[src/rtl/cat_pkg.sv]
package cat_pkg;
   localparam logic [3:0] MODE_SPECIAL = 4'b1011;

   typedef enum logic [1:0] {
      PH_IDLE = 2'd0,
      PH_ACQ  = 2'd1,
      PH_CONV = 2'd2
   } phase_t;

   // conversion-clock periods selected by the 3-bit acquisition code
   function automatic int unsigned acq_periods(input logic [2:0] code);
      case (code)
         3'd0: return 0;
         3'd1: return 2;
         3'd2: return 4;
         3'd3: return 6;
         3'd4: return 8;
         3'd5: return 12;
         3'd6: return 16;
         default: return 20;
      endcase
   endfunction
endpackage

[src/rtl/cat_timer.sv]
module cat_timer #(
   parameter int TW = 16
) (
   input  logic          clk,
   input  logic          rst_n,
   input  logic [TW-1:0] cmp,
   input  logic          special,
   output logic [TW-1:0] tmr,
   output logic          evt
);
   assign evt = special && (tmr == cmp);

   always_ff @(posedge clk or negedge rst_n) begin
      if (!rst_n)   tmr <= '0;
      else if (evt) tmr <= '0;
      else          tmr <= tmr + 1'b1;
   end
endmodule

[src/rtl/cat_acq_seq.sv]
module cat_acq_seq
   import cat_pkg::*;
#(
   parameter int TAD_DIV = 2
) (
   input  logic       clk,
   input  logic       rst_n,
   input  logic       req,
   input  logic [2:0] acq_code,
   input  logic       conv_done,
   output logic       go,
   output logic       start,
   output logic       done_ack
);
   localparam int MAXD = 20 * TAD_DIV;
   localparam int CW   = $clog2(MAXD + 1);

   phase_t        phase;
   logic [CW-1:0] cnt;
   logic [CW-1:0] delay;

   generate
      if (TAD_DIV == 1) begin : g_div1
         assign delay = CW'(acq_periods(acq_code));
      end else begin : g_divn
         assign delay = CW'(acq_periods(acq_code) * TAD_DIV);
      end
   endgenerate

   assign go       = (phase != PH_IDLE);
   assign done_ack = (phase == PH_CONV) && conv_done;

   always_ff @(posedge clk or negedge rst_n) begin
      if (!rst_n) begin
         phase <= PH_IDLE;
         cnt   <= '0;
         start <= 1'b0;
      end else begin
         start <= 1'b0;
         case (phase)
            PH_IDLE: if (req) begin
               phase <= PH_ACQ;
               cnt   <= delay;
            end
            PH_ACQ: if (cnt == '0) begin
               start <= 1'b1;
               phase <= PH_CONV;
            end else begin
               cnt <= cnt - 1'b1;
            end
            PH_CONV: if (conv_done) phase <= PH_IDLE;
            default: phase <= PH_IDLE;
         endcase
      end
   end
endmodule

[src/rtl/cmp_adc_trig.sv]
module cmp_adc_trig
   import cat_pkg::*;
#(
   parameter int TW      = 16,
   parameter int TAD_DIV = 2
) (
   input  logic          clk,
   input  logic          rst_n,
   input  logic          wr_en,
   input  logic [1:0]    wr_addr,
   input  logic [TW-1:0] wr_data,
   input  logic          conv_done,
   output logic          adc_start,
   output logic          go_done,
   output logic          cmp_irq,
   output logic [TW-1:0] tmr_val
);
   generate
      if (TW < 8) begin : g_bad_tw
         $error("cmp_adc_trig: TW must be at least 8");
      end
      if (TAD_DIV < 1) begin : g_bad_div
         $error("cmp_adc_trig: TAD_DIV must be at least 1");
      end
   endgenerate

   logic [TW-1:0] cmp_q;
   logic [3:0]    mode_q;
   logic          en_q;
   logic [2:0]    acq_q;
   logic          irq_q;
   logic          evt, done_ack, sw_go, irq_clr, req;

   assign sw_go   = wr_en && (wr_addr == 2'd2) && wr_data[0];
   assign irq_clr = wr_en && (wr_addr == 2'd2) && wr_data[1];
   assign req     = en_q && (evt || sw_go);

   always_ff @(posedge clk or negedge rst_n) begin
      if (!rst_n) begin
         cmp_q  <= '1;
         mode_q <= '0;
         en_q   <= 1'b0;
         acq_q  <= '0;
      end else if (wr_en) begin
         case (wr_addr)
            2'd0: cmp_q <= wr_data;
            2'd1: begin
               mode_q <= wr_data[3:0];
               en_q   <= wr_data[4];
               acq_q  <= wr_data[7:5];
            end
            default: ;
         endcase
      end
   end

   always_ff @(posedge clk or negedge rst_n) begin
      if (!rst_n)        irq_q <= 1'b0;
      else if (done_ack) irq_q <= 1'b1;
      else if (irq_clr)  irq_q <= 1'b0;
   end

   cat_timer #(.TW(TW)) u_timer (
      .clk     (clk),
      .rst_n   (rst_n),
      .cmp     (cmp_q),
      .special (mode_q == MODE_SPECIAL),
      .tmr     (tmr_val),
      .evt     (evt)
   );

   cat_acq_seq #(.TAD_DIV(TAD_DIV)) u_seq (
      .clk       (clk),
      .rst_n     (rst_n),
      .req       (req),
      .acq_code  (acq_q),
      .conv_done (conv_done),
      .go        (go_done),
      .start     (adc_start),
      .done_ack  (done_ack)
   );

   assign cmp_irq = irq_q;
endmodule

[config.mk]
export PLATFORM = sky130hd
export DESIGN_NAME = cmp_adc_trig
export DESIGN_NICKNAME = d
export VERILOG_FILES = /design/src/rtl/cat_pkg.sv /design/src/rtl/cat_timer.sv /design/src/rtl/cat_acq_seq.sv /design/src/rtl/cmp_adc_trig.sv
export SDC_FILE = /design/constraint.sdc
export NUM_CORES = 1
export LEC_CHECK = 0
export ABC_AREA = 1
export BUFFER_PORTS_ARGS = -buffer_cell sky130_fd_sc_hd__buf_2
export CORE_MARGIN = 5
export CORE_UTILIZATION = 55
export DETAILED_ROUTE_END_ITERATION = 16
export PLACE_DENSITY = 0.78
export SETUP_SLACK_MARGIN = 0.4
export SLEW_MARGIN = 20
export SYNTH_ARGS = -nofsm -noshare
export SYNTH_HDL_FRONTEND = slang
export SYNTH_SLANG_ARGS = --single-unit
export TNS_END_PERCENT = 30
[constraint.sdc]
create_clock -name clk -period 1.9 [get_ports clk]
set_clock_uncertainty 0.1 [all_clocks]
set_input_delay 0.285 -clock clk [delete_from_list [all_inputs] [get_ports clk]]
set_output_delay 0.285 -clock clk [all_outputs]
set_load 0.1 [all_outputs]
==> flow_metrics.env <==
export IMPL_final_cell_mix="nand2_1 (82), inv_1 (52), buf_2 (40), o21ai_0 (24), nand3_1 (20)"
export IMPL_clkSinkCount=50
export IMPL_clockRootBuffer="clkbuf_8"
export IMPL_ir_drop_mv=0.973
export IMPL_syn2layout_area_growth_pct=25.5
export IMPL_die_area_um2=6360
export IMPL_num_io_pins=41
export IMPL_syn_area_um2=2670
export IMPL_whs_ns=0.0916
export IMPL_critPathLaunchType="register"
export IMPL_crit_chain="buf_4, buf_2"
export IMPL_cp_required_ns=1.51
export IMPL_p_per_area_nw_per_um2=884
export IMPL_tightestPinTransition_ns=0.492
export IMPL_drt_wirelength_per_cell_um=13.5
export IMPL_hp_class="primary input to register"
export IMPL_postSynthAreaPerCell_um2=7.66
export IMPL_yosysWarnings=0
export IMPL_grt_overflow_total=0
export IMPL_antenna_found_initial=0
export IMPL_cts_buffers=5
export IMPL_track_usage_pct=21.1
export IMPL_grt_pass1_vias=2352
export IMPL_placed_area_um2=3070
export IMPL_portBuffers=40
export IMPL_gp_congestion=0.872
export IMPL_htreeDepth=2
export IMPL_cts_tree="yes"
export IMPL_path_class="register to output port"
export IMPL_rsz0062_at_grt="yes"
export IMPL_n_antenna_cell=0
export IMPL_nets=431
export IMPL_drive_gt1_share_pct=35.9
export IMPL_synthFlopType="dfrtp_1"
export IMPL_fin_crit_sh_pct=90.9
export IMPL_yosysUniqueCellTypes=34
export IMPL_fin_crit_ns=1.73
export IMPL_setup_violations=0
export IMPL_cp_max_fo=6
export IMPL_core_area_um2=4720
export IMPL_tns_ns=0
export IMPL_cts_clk_slew_worst_paths_ns=0.10
export IMPL_critPathArrivalTime_ns=1.34
export IMPL_p_leak_nw=1.69
export IMPL_utilization_pct=71.0
export IMPL_synth_edf_count=0
export IMPL_drc_errors=0
export IMPL_grt_pass1_wl_mm=10.5
export IMPL_die_height_um=79.7
export IMPL_antenna_left=0
export IMPL_synth_seq_cells=50
export IMPL_syn_inst=349
export IMPL_relSlewSlack_pct=67.1
export IMPL_initial_core_util_pct=56.6
export IMPL_syn_num_nets=374
export IMPL_cpPeakStageDelay_ns=0.48
export IMPL_max_cap_violations=0
export IMPL_finalPower_mw=2.97
export IMPL_slowest_stage="dfrtp_4"
export IMPL_clock_latency_ns=0.31
export IMPL_drt_pass1_iter_count=4
export IMPL_rows=25
export IMPL_drt_iter0_markers=136
export IMPL_status="complete, no violations"
export IMPL_fin_area_um2=3360
export IMPL_num_vias=2417
export IMPL_fmax_ghz=0.579
export IMPL_clockBufferDepth=2
export IMPL_hold_violations=0
export IMPL_die_x_um=79.7
export IMPL_async_flop_share_pct=100
export IMPL_final_common_cell="nand2_1"
export IMPL_hpwl_mm=4.44
export IMPL_drt_vias_per_instance=5.10
export IMPL_finalMaxSlewViolations=0
export IMPL_cp_end_kind="output port"
export IMPL_totalWireLength_mm=6.40
export IMPL_synth_seq_area_share_pct=47.5
export IMPL_grt_max_degree=51
[report_power, final]
| part | total [mW] | switching, mW | internal [mW] |
|---|---|---|---|
| sequential | 1.38 | 0.114 | 1.26 |
| combinational | 0.961 | 0.642 | 0.320 |
| clock | 0.630 | 0.370 | 0.260 |
[flip-flops by register name, indices dropped and copies added (netlist names)]
| signal | flops |
|---|---|
| u_seq.cnt | 6 |
| mode_q | 4 |
| u_seq.start | 1 |
| u_timer.tmr | 16 |
| cmp_q | 16 |
| acq_q | 3 |
| cmp_irq | 1 |
| en_q | 1 |
| u_seq.phase | 2 |
[cell usage after synthesis (2+ instances only)]
library cell,count,share of area [%]
o31ai_1,2,0.56
nand4_1,9,2.1
dfstp_2,16,16
xnor2_1,3,0.98
a21oi_1,8,1.5
nand2_2,2,0.47
nand3_1,22,4.1
or2_2,2,0.47
dfrtp_1,34,32
inv_2,11,1.5
xor2_1,4,1.3
clkbuf_1,4,0.56
nor2_2,2,0.47
o21ai_0,24,4.5
ha_1,3,1.4
nand3b_1,3,0.84
nor2_1,27,3.8
nand2_4,2,0.84
mux2_2,2,0.84
inv_1,55,7.7
nand2_1,94,13
nor3_1,5,0.94
nor4_1,4,0.94
[critical path, delay by kind of cell, from the launching register on]
family,cells,cell delay [ns]
buffers and inverters,2,0.54
DFF,1,0.48
[timing repair]
action / 4_1_cts / 5_1_grt
buffers inserted: 5 / 5
resized for setup: 9 / 22
hold buffers: 1 / 0
pin swaps: 9 / 11
hold endpoints to repair: 34 / 0
cloned: 0 / 0
endpoints found under the setup margin: 40 / 41
[final timing paths]
kind,from,end,slack [ns],depth (start not counted)
worst min register to register,cmp_q[13],cmp_q[13],0.39,2
worst max-delay path,u_timer.tmr[6],tmr_val[6],0.17,2
min in group asynchronous,rst_n,u_seq.cnt[5],0.39,3
max in group asynchronous,rst_n,cmp_q[13],1.03,3
worst min-delay path,wr_data[8],cmp_q[8],0.09,3
worst max register to register,cmp_q[10],u_seq.cnt[2],0.17,12
[cell families (layout without fill, tap and decap cells)]
group / Yosys count / after routing / share of synthesized area, %
AO/OA/AOI/OAI: 39 / 39 / 7.91
XOR/XNOR: 7 / 7 / 2.29
adder cells (fa/ha/maj): 3 / 3 / 1.40
buffers and inverters: 71 / 129 / 10.0
flip-flops: 50 / 50 / 47.5
multiplexers: 2 / 2 / 0.842
AND/OR/NAND/NOR: 177 / 177 / 30.0
[through the flow]
stage	setup WS [ns]	cells
6_report	0.172	474
5_1_grt	0.102	474
4_1_cts	0.194	469
3_5_place_dp	0.0931	455
3_3_place_gp	0.172	455
2_1_floorplan	0.131	349
[area by class of cell]
| type | instances | area [µm²] |
|---|---|---|
| well taps | 67 | 83.8 |
| multi-input cells | 228 | 1280 |
| repair buffers | 55 | 328 |
| clock inverters | 2 | 15.0 |
| inverters | 66 | 250 |
| fillers | 357 | 1370 |
| clock buffers | 6 | 72.6 |
| flip-flops and latches | 50 | 1330 |
[layer usage]
metal	global-route usage, %	wire length [µm]	vias to the layer above
met5	0	0	-
met4	6.53	116	0
met3	3.84	268	9
met2	35.4	3250	47
met1	27.6	2770	1152
li1	-	-	1209
No activity file was read; power rests on OpenSTA's default activity.
